### src/rtl/adc_seq_pkg.sv
package adc_seq_pkg;

  localparam logic [1:0] MODE_FREE  = 2'd0;
  localparam logic [1:0] MODE_SPLIT = 2'd1;
  localparam logic [1:0] MODE_TIED  = 2'd2;

  typedef enum logic [3:0] {
    ST_IDLE,
    ST_SETUP,
    ST_STROBE,
    ST_WFALL,
    ST_WRISE,
    ST_READ,
    ST_FAULT,
    ST_PDSET,
    ST_PD,
    ST_WAKE
  } seq_state_e;

  typedef struct packed {
    logic cs_n;
    logic conv_n;
    logic rd_n;
    logic shdn_n;
  } pins_t;

  localparam pins_t PINS_IDLE = '{cs_n: 1'b1, conv_n: 1'b1, rd_n: 1'b1, shdn_n: 1'b1};

  function automatic int imax(input int a, input int b);
    return (a > b) ? a : b;
  endfunction

endpackage

### src/rtl/adc_seq_sync.sv
module adc_seq_sync #(
  parameter int STAGES = 2
) (
  input  logic clk,
  input  logic rst_n,
  input  logic d_i,
  output logic q_o
);

  generate
    if (STAGES == 0) begin : g_bypass
      assign q_o = d_i;
    end else begin : g_chain
      logic [STAGES-1:0] sh_q;
      logic [STAGES-1:0] sh_nx;

      always_comb begin
        sh_nx    = sh_q << 1;
        sh_nx[0] = d_i;
      end

      always_ff @(posedge clk or negedge rst_n) begin
        if (!rst_n) sh_q <= '1;
        else        sh_q <= sh_nx;
      end

      assign q_o = sh_q[STAGES-1];
    end
  endgenerate

endmodule

### src/rtl/adc_seq_pacer.sv
module adc_seq_pacer #(
  parameter int PERIOD = 250
) (
  input  logic clk,
  input  logic rst_n,
  input  logic start_i,
  output logic ready_o
);

  localparam int PW = $clog2(PERIOD + 1);
  localparam logic [PW-1:0] P_END = PW'(PERIOD);

  logic [PW-1:0] cnt_q, cnt_nx;
  logic          cnt_en;

  always_comb begin
    cnt_en = start_i || (cnt_q != P_END);
    cnt_nx = start_i ? '0 : cnt_q + 1'b1;
  end

  always_ff @(posedge clk or negedge rst_n) begin
    if (!rst_n)      cnt_q <= P_END;
    else if (cnt_en) cnt_q <= cnt_nx;
  end

  assign ready_o = (cnt_q == P_END);

  // a start may only be issued once the throughput window has elapsed
  a_r3_start_paced: assert property (@(posedge clk) disable iff (!rst_n)
    start_i |-> ready_o);

endmodule

### src/rtl/adc_seq_slot.sv
module adc_seq_slot #(
  parameter int DW = 14
) (
  input  logic          clk,
  input  logic          rst_n,
  input  logic          load_i,
  input  logic [DW-1:0] data_i,
  input  logic          ready_i,
  output logic          valid_o,
  output logic [DW-1:0] data_o,
  output logic          free_o
);

  logic          valid_q, valid_nx, valid_en;
  logic [DW-1:0] data_q;

  always_comb begin
    valid_en = load_i || (valid_q && ready_i);
    valid_nx = load_i;
  end

  always_ff @(posedge clk or negedge rst_n) begin
    if (!rst_n) begin
      valid_q <= 1'b0;
      data_q  <= '0;
    end else begin
      if (valid_en) valid_q <= valid_nx;
      if (load_i)   data_q  <= data_i;
    end
  end

  assign valid_o = valid_q;
  assign data_o  = data_q;
  assign free_o  = !valid_q || ready_i;

  // a stalled sample stays put
  a_r7_stall_hold: assert property (@(posedge clk) disable iff (!rst_n)
    (valid_q && !ready_i) |=> (valid_q && $stable(data_q)));

  // the controller never overwrites a sample that was not taken
  a_r7_load_free: assert property (@(posedge clk) disable iff (!rst_n)
    load_i |-> (!valid_q || ready_i));

endmodule

### src/rtl/adc_seq_ctrl.sv
module adc_seq_ctrl
  import adc_seq_pkg::*;
#(
  parameter int CS_SETUP      = 1,
  parameter int CONV_LOW      = 4,
  parameter int RD_ACCESS     = 5,
  parameter int NAP_WAKE      = 20,
  parameter int SLEEP_WAKE    = 500,
  parameter int BUSY_FALL_MAX = 10,
  parameter int CONV_MAX      = 230
) (
  input  logic       clk,
  input  logic       rst_n,
  input  logic [1:0] mode_i,
  input  logic       enable_i,
  input  logic       pd_req_i,
  input  logic       pd_sleep_i,
  input  logic       busy_s_i,
  input  logic       pace_ok_i,
  input  logic       slot_free_i,
  output logic       start_o,
  output logic       load_o,
  output logic       fault_o,
  output pins_t      pins_o
);

  localparam int TMAX = imax(imax(imax(SLEEP_WAKE, NAP_WAKE), imax(CONV_MAX, BUSY_FALL_MAX)),
                             imax(imax(RD_ACCESS, CS_SETUP), CONV_LOW));
  localparam int CW = $clog2(TMAX + 2);
  localparam logic [CW-1:0] L_SETUP = CW'(CS_SETUP - 1);
  localparam logic [CW-1:0] L_LOW   = CW'(CONV_LOW - 1);
  localparam logic [CW-1:0] L_FALL  = CW'(BUSY_FALL_MAX - 1);
  localparam logic [CW-1:0] L_CONV  = CW'(CONV_MAX - 1);
  localparam logic [CW-1:0] L_READ  = CW'(RD_ACCESS);
  localparam logic [CW-1:0] L_NAP   = CW'(NAP_WAKE - 1);
  localparam logic [CW-1:0] L_SLEEP = CW'(SLEEP_WAKE - 1);

  seq_state_e    st_q, st_nx;
  logic [CW-1:0] cnt_q, cnt_nx;
  logic [1:0]    mode_q, mode_nx;
  logic          sleep_q, sleep_nx;
  logic          fault_q, fault_nx;
  pins_t         pins_q, pins_nx;
  logic          is_free, is_tied;

  assign is_free = (mode_q == MODE_FREE);
  assign is_tied = (mode_q == MODE_TIED);

  // next-state logic
  always_comb begin
    st_nx    = st_q;
    cnt_nx   = cnt_q + 1'b1;
    mode_nx  = mode_q;
    sleep_nx = sleep_q;
    fault_nx = 1'b0;
    start_o  = 1'b0;
    load_o   = 1'b0;
    unique case (st_q)
      ST_IDLE: begin
        cnt_nx  = '0;
        mode_nx = mode_i;
        if (pd_req_i) begin
          st_nx    = ST_PDSET;
          sleep_nx = pd_sleep_i;
        end else if (enable_i && pace_ok_i && slot_free_i) begin
          st_nx = ST_SETUP;
        end
      end
      ST_SETUP: begin
        if (cnt_q == L_SETUP) begin
          st_nx   = ST_STROBE;
          cnt_nx  = '0;
          start_o = 1'b1;
        end
      end
      ST_STROBE: begin
        if (cnt_q == L_LOW) begin
          st_nx  = ST_WFALL;
          cnt_nx = '0;
        end
      end
      ST_WFALL: begin
        if (!busy_s_i) begin
          st_nx  = ST_WRISE;
          cnt_nx = '0;
        end else if (cnt_q == L_FALL) begin
          st_nx = ST_FAULT;
        end
      end
      ST_WRISE: begin
        if (busy_s_i) begin
          cnt_nx = '0;
          if (is_free) begin
            load_o = 1'b1;
            st_nx  = ST_IDLE;
          end else begin
            st_nx = ST_READ;
          end
        end else if (cnt_q == L_CONV) begin
          st_nx = ST_FAULT;
        end
      end
      ST_READ: begin
        if (cnt_q == L_READ) begin
          load_o = 1'b1;
          st_nx  = ST_IDLE;
        end
      end
      ST_FAULT: begin
        fault_nx = 1'b1;
        st_nx    = ST_IDLE;
      end
      ST_PDSET: begin
        if (cnt_q == L_SETUP) begin
          st_nx  = ST_PD;
          cnt_nx = '0;
        end
      end
      ST_PD: begin
        cnt_nx = '0;
        if (!pd_req_i) st_nx = ST_WAKE;
      end
      ST_WAKE: begin
        if (cnt_q == (sleep_q ? L_SLEEP : L_NAP)) st_nx = ST_IDLE;
      end
      default: st_nx = ST_IDLE;
    endcase
  end

  // converter pin levels for the state just entered
  always_comb begin
    pins_nx = PINS_IDLE;
    unique case (st_nx)
      ST_IDLE, ST_FAULT: begin
        pins_nx.cs_n = !is_free;
        pins_nx.rd_n = !is_free;
      end
      ST_SETUP: begin
        pins_nx.cs_n = 1'b0;
        pins_nx.rd_n = !is_free;
      end
      ST_STROBE: begin
        pins_nx.cs_n   = 1'b0;
        pins_nx.conv_n = 1'b0;
        pins_nx.rd_n   = !(is_free || is_tied);
      end
      ST_WFALL, ST_WRISE: begin
        pins_nx.cs_n   = 1'b0;
        pins_nx.conv_n = !is_tied;
        pins_nx.rd_n   = !(is_free || is_tied);
      end
      ST_READ: begin
        pins_nx.cs_n   = 1'b0;
        pins_nx.conv_n = !is_tied;
        pins_nx.rd_n   = 1'b0;
      end
      ST_PDSET, ST_WAKE: begin
        pins_nx.cs_n = sleep_nx;
      end
      ST_PD: begin
        pins_nx.cs_n   = sleep_nx;
        pins_nx.shdn_n = 1'b0;
      end
      default: pins_nx = PINS_IDLE;
    endcase
  end

  // registers
  always_ff @(posedge clk or negedge rst_n) begin
    if (!rst_n) begin
      st_q    <= ST_IDLE;
      cnt_q   <= '0;
      mode_q  <= MODE_SPLIT;
      sleep_q <= 1'b0;
      fault_q <= 1'b0;
      pins_q  <= PINS_IDLE;
    end else begin
      st_q    <= st_nx;
      cnt_q   <= cnt_nx;
      mode_q  <= mode_nx;
      sleep_q <= sleep_nx;
      fault_q <= fault_nx;
      pins_q  <= pins_nx;
    end
  end

  assign pins_o  = pins_q;
  assign fault_o = fault_q;

  // checker state: length of the current strobe-low run
  logic [CW-1:0] low_run_q;
  always_ff @(posedge clk or negedge rst_n) begin
    if (!rst_n)              low_run_q <= '0;
    else if (!pins_q.conv_n) low_run_q <= low_run_q + 1'b1;
    else                     low_run_q <= '0;
  end

  // chip select already low in the cycle before the strobe falls
  a_r1_cs_before_strobe: assert property (@(posedge clk) disable iff (!rst_n)
    $fell(pins_q.conv_n) |-> ($past(pins_q.cs_n) == 1'b0));

  // strobe width in the non-combined styles
  a_r2_strobe_width: assert property (@(posedge clk) disable iff (!rst_n)
    ($rose(pins_q.conv_n) && !is_tied) |-> (low_run_q == CW'(CONV_LOW)));

  // combined strobe moves read and start together
  a_r6_tied_pair: assert property (@(posedge clk) disable iff (!rst_n)
    ($rose(pins_q.conv_n) && is_tied) |-> $rose(pins_q.rd_n));

  // chip select settled before shutdown falls
  a_r8_cs_settled: assert property (@(posedge clk) disable iff (!rst_n)
    $fell(pins_q.shdn_n) |-> $stable(pins_q.cs_n));

  // no start strobe during power-down
  a_r8_no_strobe_down: assert property (@(posedge clk) disable iff (!rst_n)
    !pins_q.shdn_n |-> pins_q.conv_n);

  // fault is a single-cycle pulse
  a_r10_fault_pulse: assert property (@(posedge clk) disable iff (!rst_n)
    fault_q |=> !fault_q);

endmodule

### src/rtl/adc_seq_top.sv
module adc_seq_top
  import adc_seq_pkg::*;
#(
  parameter int DW            = 14,
  parameter int SYNC_STAGES   = 2,
  parameter int CS_SETUP      = 1,
  parameter int CONV_LOW      = 4,
  parameter int PERIOD        = 250,
  parameter int RD_ACCESS     = 5,
  parameter int NAP_WAKE      = 20,
  parameter int SLEEP_WAKE    = 500,
  parameter int BUSY_FALL_MAX = 10,
  parameter int CONV_MAX      = 230
) (
  input  logic          clk,
  input  logic          rst_n,
  input  logic [1:0]    mode_i,
  input  logic          enable_i,
  input  logic          pd_req_i,
  input  logic          pd_sleep_i,
  input  logic          smp_ready_i,
  input  logic          adc_busy_i,
  input  logic [DW-1:0] adc_data_i,
  output logic          adc_cs_n_o,
  output logic          adc_conv_n_o,
  output logic          adc_rd_n_o,
  output logic          adc_shdn_n_o,
  output logic          smp_valid_o,
  output logic [DW-1:0] smp_data_o,
  output logic          fault_o
);

  logic  busy_s;
  logic  pace_ok;
  logic  slot_free;
  logic  start;
  logic  load;
  pins_t pins;

  adc_seq_sync #(.STAGES(SYNC_STAGES)) u_sync (
    .clk   (clk),
    .rst_n (rst_n),
    .d_i   (adc_busy_i),
    .q_o   (busy_s)
  );

  adc_seq_pacer #(.PERIOD(PERIOD)) u_pacer (
    .clk     (clk),
    .rst_n   (rst_n),
    .start_i (start),
    .ready_o (pace_ok)
  );

  adc_seq_ctrl #(
    .CS_SETUP      (CS_SETUP),
    .CONV_LOW      (CONV_LOW),
    .RD_ACCESS     (RD_ACCESS),
    .NAP_WAKE      (NAP_WAKE),
    .SLEEP_WAKE    (SLEEP_WAKE),
    .BUSY_FALL_MAX (BUSY_FALL_MAX),
    .CONV_MAX      (CONV_MAX)
  ) u_ctrl (
    .clk         (clk),
    .rst_n       (rst_n),
    .mode_i      (mode_i),
    .enable_i    (enable_i),
    .pd_req_i    (pd_req_i),
    .pd_sleep_i  (pd_sleep_i),
    .busy_s_i    (busy_s),
    .pace_ok_i   (pace_ok),
    .slot_free_i (slot_free),
    .start_o     (start),
    .load_o      (load),
    .fault_o     (fault_o),
    .pins_o      (pins)
  );

  adc_seq_slot #(.DW(DW)) u_slot (
    .clk     (clk),
    .rst_n   (rst_n),
    .load_i  (load),
    .data_i  (adc_data_i),
    .ready_i (smp_ready_i),
    .valid_o (smp_valid_o),
    .data_o  (smp_data_o),
    .free_o  (slot_free)
  );

  assign adc_cs_n_o   = pins.cs_n;
  assign adc_conv_n_o = pins.conv_n;
  assign adc_rd_n_o   = pins.rd_n;
  assign adc_shdn_n_o = pins.shdn_n;

endmodule

### config.mk
export PLATFORM = sky130hd
export DESIGN_NAME = adc_seq_top
export DESIGN_NICKNAME = d
export VERILOG_FILES = /design/src/rtl/adc_seq_pkg.sv /design/src/rtl/adc_seq_sync.sv /design/src/rtl/adc_seq_pacer.sv /design/src/rtl/adc_seq_slot.sv /design/src/rtl/adc_seq_ctrl.sv /design/src/rtl/adc_seq_top.sv
export SDC_FILE = /design/constraint.sdc
export NUM_CORES = 1
export LEC_CHECK = 0
export BUFFER_PORTS_ARGS = -buffer_cell sky130_fd_sc_hd__buf_2
export CAP_MARGIN = 20
export CORE_AREA = 2 2 70 72
export DETAILED_ROUTE_END_ITERATION = 10
export DIE_AREA = 0 0 72 74
export HOLD_SLACK_MARGIN = 0.06
export PLACE_DENSITY = 0.81
export SLEW_MARGIN = 5
export SYNTH_ARGS = -nofsm -noshare
export SYNTH_HDL_FRONTEND = slang
export SYNTH_SLANG_ARGS = --single-unit
### constraint.sdc
create_clock -name clk -period 3.5 [get_ports clk]
set_clock_uncertainty 0.2 [all_clocks]
set_input_delay 0.175 -clock clk [delete_from_list [all_inputs] [get_ports clk]]
set_output_delay 0.175 -clock clk [all_outputs]
set_load 0.01 [all_outputs]
==> reports/qor.yml, run 1 <==
run_status:
  status: "finished, final reports clean"
place:
  gp_routability_congestion: 0.8340
  dpl_worst_slack_ns: 0.8251
  hpwl_um: 3369
  dp.cells: 310
  io_buffers: 42
clocking:
  cts_buffer_depth: 2
  cts.htree.levels: 2
  cts_tree: "yes"
  clkLatencyLatePin_ns: 0.29
  cts_made_buffers: 5
  clockRootBuffer: "clkbuf_8"
  post_cts.repair.setup_buffers: 0
  cts_num_sinks: 46
  clk_pin_slew_ns: 0.08
die:
  die_x_um: 72
  die-area_mm2: 0.005328
  io-pin-count: 43
  dieHeight_um: 74
  core.rowCount: 25
  start_util_pct: 52.63
  core_mm2: 0.004598
power:
  p_leak_uw: 0.001264
  p_comb_share_pct: 44.5
  finalPower_uw: 2242
  swShare_pct: 38.97
  pwr-share-clk_pct: 13.5
  p_sw_uw: 873.8
  peakVddDrop_mv: 0.4025
  p_seq_share_pct: 42.0
  powerDensity_mw_per_mm2: 761.2
  internal_power_uw: 1368
critical_path:
  arrival_ns: 2.74
  cpMaxStageDelayCell: "nor4_2"
  r2r_start: "u_ctrl.cnt_q[0]"
  crit_top_cell: "inv_1"
  r2r_cells: 8
  r2r_slack_ns: 0.79
  path_class: "flip-flop to flip-flop"
  crit_path_max_fanout: 5
  cp-start-kind: "flip-flop"
  reg2reg_to: "u_ctrl.pins_o[1]"
  crit_path_max_incr_delay_ns: 0.56
  crit_chain: "inv_1 > ha_1 > nor4b_2 > a311oi_1 > nor4_2 > inv_1 > xnor2_1 > a221o_1"
  worstSetupEndpointType: "flip-flop"
  cp_data_required_time_ns: 3.52
synthesis:
  synth_fp_nets: 253
  ys_top_cells_by_count: "dfrtp_1 (33), nor2_1 (24), mux2_1 (15)"
  ys_warn_count: 0
  synth_top_area_share_pct: 34.13
  synth_edf_count: 0
  ys_top_cells_by_area: "dfrtp_1 (34%), dfstp_2 (14%), mux2_1 (7.0%), nor2_1 (3.7%), ha_1 (2.6%)"
  synthesis.instances: 225
  synth_flop_cell: "dfrtp_1"
  synthArstFlopShare_pct: 100.0
  yosysSeqAreaShare_pct: 48.24
  post-synth-top-count-cell: "dfrtp_1"
  ys_types: 53
  syn_area_mm2: 0.002420
  synth_top_area_cell: "dfrtp_1"
  synth-seq-cells: 46
  synth_area_per_cell_um2: 10.75
hold_path:
  hold_start: "pd_req_i"
  worst_hold_path.endpoint: "u_ctrl.sleep_q"
  holdPathStages: 3
  holdCritPathClass: "input port to flip-flop"
grt:
  grt_max_degree: 47
  grt_pass1_wl_um: 8314
  grt_pass1_vias: 1860
  gr-total-overflow: 0
  antenna_found_initial: 0
  track_usage_pct: 20.06
timing:
  finalCritPeriodShare_pct: 77.52
  rsz0062_at_grt: "false"
  period_needed_ns: 2.713
  slew_headroom_pct: 51.43
  hold_viol_final: 0
  tns_ns: 0
  slew_violations: 0
  fin_ws_ns: 0.7869
  hold_ws_ns: 0.1034
  worstMarginPinSlew_ns: 0.7286
  setup_viol: 0
  fmax_mhz: 368.6
cells_and_area:
  antenna_cells: 0
  fin_cells: 339
  final_nets: 312
  area_delta_synth_final_pct: 21.72
  layout-drive-gt1-share_pct: 25.26
detailed_routing:
  drtIter0Drc: 110
  routedWlPerCell_um: 14.58
  drc: 0
  finalWirelength_um: 4943
  ant_nets: 0
  vias: 1913
  routed_via_density: 5.643
  firstDrtPassIters: 4
job:
  max-cap-violations: 0
[sequential cells by signal (all words and copies together), names as in the netlist]
signal and flops:
u_ctrl.cnt_q 9, u_ctrl.fault_o 1, u_ctrl.mode_q 2, u_ctrl.pins_o 4, u_ctrl.sleep_q 1, u_ctrl.st_q 4, u_pacer.cnt_q 8, u_slot.data_o 14
u_slot.valid_o 1, u_sync.g_chain.sh_q 2
[cells by family (layout without fill, tap and decap cells)]
kind of cell	Yosys count	after routing	synth area share [%]
AND/OR/NAND/NOR	94	94	22.85
flip-flops	46	46	48.24
AO/OA/AOI/OAI	34	34	10.86
buffers and inverters	18	78	3.671
multiplexers	16	16	7.446
XOR/XNOR	12	12	4.343
adder cells (fa/ha/maj)	5	5	2.585
[through the flow]
stage	util [%]	area, um^2
2_1_floorplan	-	2420
3_3_place_gp	57.31	2635
3_5_place_dp	57.31	2635
4_1_cts	63.46	2918
5_1_grt	64.05	2945
6_report	64.05	2945
[critical path, delay by kind of cell (launching register included)]
kind / cells / cell delay (ns)
buf+inv: 2 / 0.24
compound gates: 2 / 0.52
xor+xnor: 1 / 0.18
simple gates: 2 / 0.90
flops: 1 / 0.43
fa+ha+maj: 1 / 0.18
[layout make-up]
class                   count  area (um^2)
clock buffers               6        72.57
clock inverters             2        10.01
fillers                   370         1653
inverters                   7        26.28
multi-input cells         161         1164
flip-flops and latches     46         1167
well taps                  54        67.56
repair buffers             63        437.9
[how the worst max path moves through the flow]
| stage | from | end | slack [ns] | cells after the start |
|---|---|---|---|---|
| global placement | u_ctrl.cnt_q[5] | u_slot.data_o[11] | 0.90 | 5 |
| global route | u_ctrl.cnt_q[0] | u_ctrl.pins_o[1] | 0.58 | 8 |
| finish | u_ctrl.cnt_q[0] | u_ctrl.pins_o[1] | 0.79 | 8 |
| CTS | u_ctrl.cnt_q[0] | u_ctrl.pins_o[1] | 0.81 | 8 |
| floorplan | u_ctrl.cnt_q[5] | u_slot.data_o[10] | 1.07 | 7 |
| detailed placement | u_ctrl.cnt_q[5] | u_slot.data_o[2] | 0.83 | 5 |
[power groups by stage]
stage	combinational (uW)	clock, uW	sequential [uW]
after floorplan	729	0	935
after global placement	947	0	938
after detailed placement	975	0	948
after CTS	995	321	939
after global routing	1110	344	975
final	997	304	941
[layer usage]
metal	GRT usage, %	wire length (um)	share of wire (%)
met1	25.55	2192	44
met2	33.54	2367	48
met3	4.607	324	6.6
met4	7.966	57	1.2
met5	0	0	0
[repair_timing]
action | 4_1_cts | 5_1_grt
gates resized for setup | 0 | 0
hold endpoints to repair | 53 | 0
hold buffers | 20 | 0
[cell usage in the layout (no fill, tap or decap), types with 2 or more instances in the layout]
| cell type | Yosys | layout |
|---|---|---|
| buf_2 | 5 | 42 |
| dfrtp_1 | 33 | 33 |
| nor2_1 | 24 | 24 |
| dlygate4sd3_1 | 0 | 20 |
| mux2_1 | 15 | 15 |
| dfstp_2 | 13 | 13 |
| nand2_1 | 12 | 12 |
| nand3_1 | 10 | 10 |
| inv_1 | 7 | 7 |
| nand3b_1 | 7 | 7 |
| o21ai_0 | 6 | 6 |
| nand2b_1 | 6 | 6 |
| a21oi_1 | 6 | 6 |
| xor2_1 | 6 | 6 |
| xnor2_1 | 6 | 6 |
| and3_1 | 5 | 5 |
| ha_1 | 5 | 5 |
| clkbuf_8 | 0 | 5 |
| nor4b_1 | 4 | 4 |
| nor3_1 | 4 | 4 |
| or3_1 | 4 | 4 |
| nor4_2 | 3 | 3 |
| o21bai_1 | 3 | 3 |
| nor3b_1 | 2 | 2 |
| nor2b_1 | 2 | 2 |
| nor4bb_1 | 2 | 2 |
| o211ai_1 | 2 | 2 |
| o311ai_1 | 2 | 2 |
| clkinv_2 | 0 | 2 |
(Power assumes the default switching activity.)
==> run 2, diff against run 1 <==
Settings changed: ABC_AREA set to 1, CORE_AREA 2 2 70 72 to 2 2 71 73, DIE_AREA 0 0 72 74 to 0 0 73 75, PLACE_DENSITY 0.81 to 0.83.
Clock period 3.5 ns to 2.5 ns, I/O delays scaled along.
==> run 2 against run 1 <==
Compared with the run above:
- flip-flop and latch count is the same
- maximum frequency grew 34%
- die area grew 2.8%
- routed wire length grew 18%
- cell count grew 36%
- hold slack lost 0.024 ns
- area after synthesis grew 6.0%
- register-to-register slack lost 0.30 ns
- sequential share of layout area shrank 2.4 points
- highest routed layer unchanged
- clock power grew 51%
- via count grew 22%
==> reports/qor.yml, run 2 <==
run_status:
  status: "finished, final reports clean"  # unchanged
power:
  pwr-share-clk_pct: 13.3  # was 13.5%
  p_leak_uw: 0.001734  # was 0.001264 uW
  swShare_pct: 44.99  # was 38.97%
  peakVddDrop_mv: 0.6836  # was 0.4025 mV
  finalPower_uw: 3465  # was 2242 uW
  p_seq_share_pct: 36.8  # was 42.0%
  p_sw_uw: 1559  # was 873.8 uW
  internal_power_uw: 1906  # was 1368 uW
  powerDensity_mw_per_mm2: 1104  # was 761.2 mW/mm^2
  p_comb_share_pct: 49.9  # was 44.5%
synthesis:
  synth_fp_nets: 364  # was 253
  ys_types: 30  # was 53
  synth_area_per_cell_um2: 7.634  # was 10.75 um^2
  synth_flop_cell: "dfrtp_1"  # unchanged
  syn_area_mm2: 0.002565  # was 0.002420 mm^2
  yosysSeqAreaShare_pct: 45.51  # was 48.24%
  synthArstFlopShare_pct: 100.0  # unchanged
  synth_top_area_cell: "dfrtp_1"  # unchanged
  ys_warn_count: 0  # unchanged
  synth_top_area_share_pct: 32.20  # was 34.13%
  synthesis.instances: 336  # was 225
  synth_edf_count: 0  # unchanged
  ys_top_cells_by_count: "nand2_1 (106), inv_1 (47), dfrtp_1 (33)"  # was dfrtp_1 (33), nor2_1 (24), mux2_1 (15)
  post-synth-top-count-cell: "nand2_1"  # was dfrtp_1
  ys_top_cells_by_area: "dfrtp_1 (32%), nand2_1 (16%), dfstp_2 (13%), inv_1 (6.9%), nor2_1 (4.5%)"  # was dfrtp_1 (34%), dfstp_2 (14%), mux2_1 (7.0%), nor2_1 (3.7%), ha_1 (2.6%)
  synth-seq-cells: 46  # unchanged
place:
  gp_routability_congestion: 0.9262  # was 0.8340
  io_buffers: 42  # unchanged
  hpwl_um: 3997  # was 3369 um
die:
  io-pin-count: 43  # unchanged
  core_mm2: 0.004661  # was 0.004598 mm^2
  die-area_mm2: 0.005475  # was 0.005328 mm^2
  start_util_pct: 55.03  # was 52.63%
  dieHeight_um: 75  # was 74 um
  core.rowCount: 25  # unchanged
  die_x_um: 73  # was 72 um
clocking:
  clockRootBuffer: "clkbuf_8"  # unchanged
  clk_pin_slew_ns: 0.09  # was 0.08 ns
  clkLatencyLatePin_ns: 0.30  # was 0.29 ns
  cts_num_sinks: 46  # unchanged
  cts_resized: 0  # unchanged
  cts.htree.levels: 2  # unchanged
  cts_made_buffers: 5  # unchanged
  cts_buffer_depth: 2  # unchanged
  cts_tree: "yes"  # unchanged
timing:
  tns_ns: 0  # unchanged
  slew_headroom_pct: 61.58  # was 51.43%
  finalCritPeriodShare_pct: 80.70  # was 77.52%
  hold_viol_final: 0  # unchanged
  period_needed_ns: 2.017  # was 2.713 ns
  setup_viol: 0  # unchanged
  fmax_mhz: 495.7  # was 368.6 MHz
  worstMarginPinSlew_ns: 0.5763  # was 0.7286 ns
  slew_violations: 0  # unchanged
  rsz0062_at_grt: "false"  # unchanged
cells_and_area:
  area_delta_synth_final_pct: 22.34  # was 21.72%
  most-common-layout-cells: "nand2_1 (106), inv_1 (47), buf_2 (42)"  # was buf_2 (42), dfrtp_1 (33), nor2_1 (24)
  final_nets: 433  # was 312
  antenna_cells: 0  # unchanged
  layout-drive-gt1-share_pct: 25.37  # was 25.26%
  largest_reg_flops: 14  # unchanged
  final_util_pct: 67.33  # was 64.05%
  fillers: 353  # was 370
  final_common_cell: "nand2_1"  # was buf_2
detailed_routing:
  ant_nets: 0  # unchanged
  top_layer_used: "met4"  # unchanged
  wl_met2_um: 2802  # was 2367 um
  routedWlPerCell_um: 12.68  # was 14.58 um
  finalWirelength_um: 5834  # was 4943 um
  drc: 0  # unchanged
  drtIter0Drc: 131  # was 110
  wl_met3_um: 299  # was 324 um
  wl_met1_um: 2585  # was 2192 um
  routed_via_density: 5.080  # was 5.643
  vias: 2337  # was 1913
  firstDrtPassIters: 7  # was 4
critical_path:
  path_class: "flip-flop to flip-flop"  # unchanged
  arrival_ns: 2.07  # was 2.74 ns
  crit_path_max_fanout: 7  # was 5
  cp_data_required_time_ns: 2.55  # was 3.52 ns
  worstSetupEndpointType: "flip-flop"  # unchanged
  cp-start-kind: "flip-flop"  # unchanged
hold_path:
  holdCritPathClass: "input port to flip-flop"  # unchanged
grt:
  grt_pass1_vias: 2206  # was 1860
  antenna_found_initial: 0  # unchanged
  grt_max_degree: 28  # was 47
  grt_pass1_wl_um: 9632  # was 8314 um
  track_usage_pct: 23.07  # was 20.06%
  gr-total-overflow: 0  # unchanged
job:
  max-cap-violations: 0  # unchanged
[run 2: layer usage]
metal	GRT usage [%]	vias up
li1	-	1171
met5	0	-
met2	38.74	76
met4	9.259	0
met3	5.221	21
met1	29.00	1069
[run 2: logic make-up after synthesis]
kind of cell / count (synthesis) / synth area share, %
mux: 1 / 0.4390
compound gates: 22 / 4.488
flops: 46 / 45.51
fa+ha+maj: 5 / 2.439
buf+inv: 59 / 8.780
xor+xnor: 3 / 1.025
simple gates: 200 / 37.32
[run 2: layout make-up]
cell class	instances	area, um^2	area share, %
clock buffer	5	68.82	2.193
clock inverter	3	18.77	0.5981
inverter	56	210.2	6.699
multi-input combinational	231	1172	37.36
sequential	46	1167	37.20
tap	54	67.56	2.153
timing repair buffer	65	432.9	13.80
[run 2: worst max-delay path: stages, from the launching register on]
cell	delay, ns
dfrtp_1	0.40
inv_1	0.10
ha_1	0.18
nand2_1	0.07
nor2_2	0.12
inv_2	0.05
nor2_4	0.12
nor2_2	0.07
nor2_8	0.11
nand3_4	0.13
nor2_4	0.13
nand2_1	0.08
nand2_1	0.08
nand2_1	0.05
nand3_1	0.06
[run 2: power groups by stage]
stage                     clock network (uW)  registers [uW]  logic, uW
after floorplan                            0            1310       1190
after global placement                     0            1260       1620
after detailed placement                   0            1270       1670
after CTS                                468            1260       1710
after global routing                     496            1300       1960
final                                    459            1280       1730
[run 2: worst paths after layout]
check                                       startpoint                      to  slack (ns)  cells after the start
max in group asynchronous                        rst_n        u_pacer.cnt_q[4]        1.29                      3
worst min-delay path                          pd_req_i          u_ctrl.st_q[0]        0.08                      7
worst max register to register         u_ctrl.cnt_q[1]        u_ctrl.pins_o[1]        0.48                     14
worst min register to register  u_sync.g_chain.sh_q[0]  u_sync.g_chain.sh_q[1]        0.16                      0
min in group asynchronous                        rst_n         u_ctrl.cnt_q[6]        0.15                      2
worst max-delay path                   u_ctrl.cnt_q[1]        u_ctrl.pins_o[1]        0.48                     14
[run 2: timing repair]
action / 4_1_cts / 5_1_grt
hold buffers: 20 / 0
endpoints found under the hold margin: 45 / 0
buffers inserted: 0 / 0
[run 2: metrics by stage]
step	instances	cell area [um^2]	worst slack, ns	hold slack [ns]
2_1_floorplan	336	2565	0.6996	-0.3706
3_3_place_gp	432	2850	0.5725	-0.04829
3_5_place_dp	432	2850	0.5132	-0.04543
4_1_cts	460	3138	0.4927	0.08629
5_1_grt	460	3138	0.2917	0.1284
6_report	460	3138	0.4825	0.07941
==> run 3, diff against run 2 <==
Settings changed: ABC_AREA 1 to 0, CORE_AREA 2 2 71 73 to 2 2 70 72, DIE_AREA 0 0 73 75 to 0 0 72 74, PLACE_DENSITY 0.83 to 0.81.
Clock period 2.5 ns to 2 ns, I/O delays scaled along.
==> run 3 against run 2 <==
Compared with the run above:
- the run now ends with setup timing left
- total power increased by 58%
- worst setup slack got worse by 0.94 ns
- clock-buffer cell count increased by 2
- first-iteration DRC count decreased by 27%
- via count decreased by 1.8%
- die area decreased by 2.7%
- utilization increased by 15 points
==> reports/qor.yml, run 3 (synthesized netlist as in run 1, its figures left out) <==
run_status:
  status: "finished, violations left"  # was finished, final reports clean
  violations: "setup timing"
clocking:
  clk_pin_slew_ns: 0.08  # was 0.09 ns
  clkLatencyLatePin_ns: 0.30  # about the same
  cts.htree.levels: 2  # unchanged
  cts_made_buffers: 5  # unchanged
  cts_num_sinks: 46  # unchanged
  cts_buffer_depth: 2  # unchanged
  cts_tree: "yes"  # unchanged
  clockRootBuffer: "clkbuf_8"  # unchanged
die:
  start_util_pct: 52.63  # was 55.03%
  core_mm2: 0.004598  # was 0.004661 mm^2
  die_x_um: 72  # was 73 um
  core.rowCount: 25  # unchanged
  io-pin-count: 43  # unchanged
  dieHeight_um: 74  # was 75 um
  die-area_mm2: 0.005328  # was 0.005475 mm^2
job:
  max-cap-violations: 0  # unchanged
timing:
  finalCritPeriodShare_pct: 122.7  # was 80.70%
  fmax_mhz: 407.6  # was 495.7 MHz
  slew_violations: 0  # unchanged
  slew_headroom_pct: 58.32  # was 61.58%
  worstMarginPinSlew_ns: 0.6252  # was 0.5763 ns
  hold_viol_final: 0  # unchanged
  rsz0062_at_grt: "true"  # was false
  period_needed_ns: 2.454  # was 2.017 ns
  setup_viol: 31  # was 0
  fin_ws_ns: -0.4535  # was 0.4825 ns
cells_and_area:
  largest_reg_flops: 14  # unchanged
  most-common-layout-cells: "buf_4 (65), buf_2 (42), dfrtp_1 (33)"  # was nand2_1 (106), inv_1 (47), buf_2 (42)
  final_nets: 387  # was 433
  final_common_cell: "buf_4"  # was nand2_1
  layout-drive-gt1-share_pct: 51.11  # was 25.37%
  stdcell_area_mm2: 0.003772  # was 0.003138 mm^2
  area_delta_synth_final_pct: 55.89  # was 22.34%
  fin_cells: 414  # was 460
  antenna_cells: 0  # unchanged
grt:
  grt_pass1_wl_um: 11410  # was 9632 um
  grt_max_degree: 28  # unchanged
  track_usage_pct: 28.06  # was 23.07%
  grt_pass1_vias: 2406  # was 2206
  gr-total-overflow: 0  # unchanged
  antenna_found_initial: 0  # unchanged
critical_path:
  arrival_ns: 2.44  # was 2.07 ns
  path_class: "flip-flop to flip-flop"  # unchanged
  cp-startpoint: "u_ctrl.cnt_q[7]"  # was u_ctrl.cnt_q[1]
  crit_path_max_incr_delay_ns: 0.54  # was 0.40 ns
  cp_data_required_time_ns: 1.99  # was 2.55 ns
  crit_path_max_fanout: 5  # was 7
  cpMaxStageDelayCell: "or4_4"  # was dfrtp_1
  r2r_start: "u_ctrl.cnt_q[7]"  # was u_ctrl.cnt_q[1]
  cp-start-kind: "flip-flop"  # unchanged
  crit_chain: "or4_4 > buf_4 > nor2_4 > a31oi_2 > or3_4 > buf_6 > mux2_4"  # was inv_1 > ha_1 > nand2_1 > nor2_2 > inv_2 > nor2_4 > nor2_2 > nor2_8 > nand3_4 > nor2_4 > nand2_1 > nand2_1 > nand2_1 > nand3_1
  worstSetupEndpointType: "flip-flop"  # unchanged
place:
  gp_routability_congestion: 0.8946  # was 0.9262
  hpwl_um: 4401  # was 3997 um
  io_buffers: 42  # unchanged
  dpl_worst_slack_ns: -0.3928  # was 0.5132 ns
  dp.cells: 376  # was 432
  place_area_mm2: 0.003206  # was 0.002850 mm^2
power:
  p_leak_uw: 0.001769  # was 0.001734 uW
  powerDensity_mw_per_mm2: 1451  # was 1104 mW/mm^2
  peakVddDrop_mv: 1.270  # was 0.6836 mV
  finalPower_uw: 5473  # was 3465 uW
detailed_routing:
  vias: 2295  # was 2337
  routed_via_density: 5.543  # was 5.080
  drc: 0  # unchanged
  drtIter0Drc: 95  # was 131
  routedWlPerCell_um: 17.01  # was 12.68 um
  finalWirelength_um: 7044  # was 5834 um
  ant_nets: 0  # unchanged
  firstDrtPassIters: 4  # was 7
hold_path:
  holdCritPathClass: "input port to asynchronous set/reset pin"  # was input port to flip-flop
run 3: cell types whose count changed in the layout (fill, tap and decap cells not counted), moves of 8 or more:
cell / change
nand2_1: -97
buf_4: +62
nand3_1: -11
mux2_4: +14
nor2_1: -8
nor2_2: -11
buf_6: +8
inv_1: -43
run 3: final timing paths:
kind,endpoint,slack [ns],depth (start not counted)
worst max-delay path,u_slot.data_o[11],-0.45,7
worst min-delay path,u_slot.data_o[13],0.15,2
worst max register to register,u_slot.data_o[11],-0.45,7
worst min register to register,u_sync.g_chain.sh_q[1],0.16,0
max in group asynchronous,u_ctrl.mode_q[0],0.85,3
min in group clk,u_sync.g_chain.sh_q[1],0.16,0
run 3: report_power, final:
group / leakage [uW] / total (uW) / switching [uW] / internal [uW]
Clock: 0.0000385 / 553 / 305 / 247
Combinational: 0.00118 / 3350 / 1470 / 1880
Sequential: 0.000549 / 1570 / 250 / 1320
Total: 0.00177 / 5470 / 2020 / 3450
run 3: final cells by class:
class	count	area (um^2)
Clock buffer	7	76.32
Clock inverter	1	7.507
Fill cell	255	825.8
Inverter	7	26.28
Multi-Input combinational cell	161	1371
Sequential cell	46	1167
Tap cell	54	67.56
Timing Repair Buffer	138	1056
run 3: worst max-delay path, delay by kind of cell (launching register included):
family / cells / cell delay, ns
buffers and inverters: 2 / 0.33
AO/OA/AOI/OAI: 1 / 0.10
AND/OR/NAND/NOR: 3 / 1.00
flip-flops: 1 / 0.43
multiplexers: 1 / 0.30
run 3: per-stage QoR:
stage,TNS (ns),util (%),hold slack [ns]
2_1_floorplan,-6.122,-,-0.3956
3_3_place_gp,-7.055,69.71,-0.05876
3_5_place_dp,-8.165,69.71,-0.04878
4_1_cts,-8.159,80.84,0.09973
5_1_grt,-13.54,82.04,0.1712
6_report,-11.44,82.04,0.1492
run 3: metal layers:
metal / wire length [um] / track usage, %
met5: 0 / 0
met4: 99 / 8.176
met3: 243 / 5.014
met2: 3847 / 52.78
met1: 2853 / 32.87
run 3: timing repair:
| action | 4_1_cts | 5_1_grt |
|---|---|---|
| setup buffers | 3 | 5 |
| pin swaps | 14 | 1 |
| setup endpoints to repair | 30 | 32 |
| hold endpoints to repair | 60 | 0 |
| hold buffers | 20 | 0 |
| gates cloned | 2 | 0 |
| gates resized for setup | 44 | 3 |
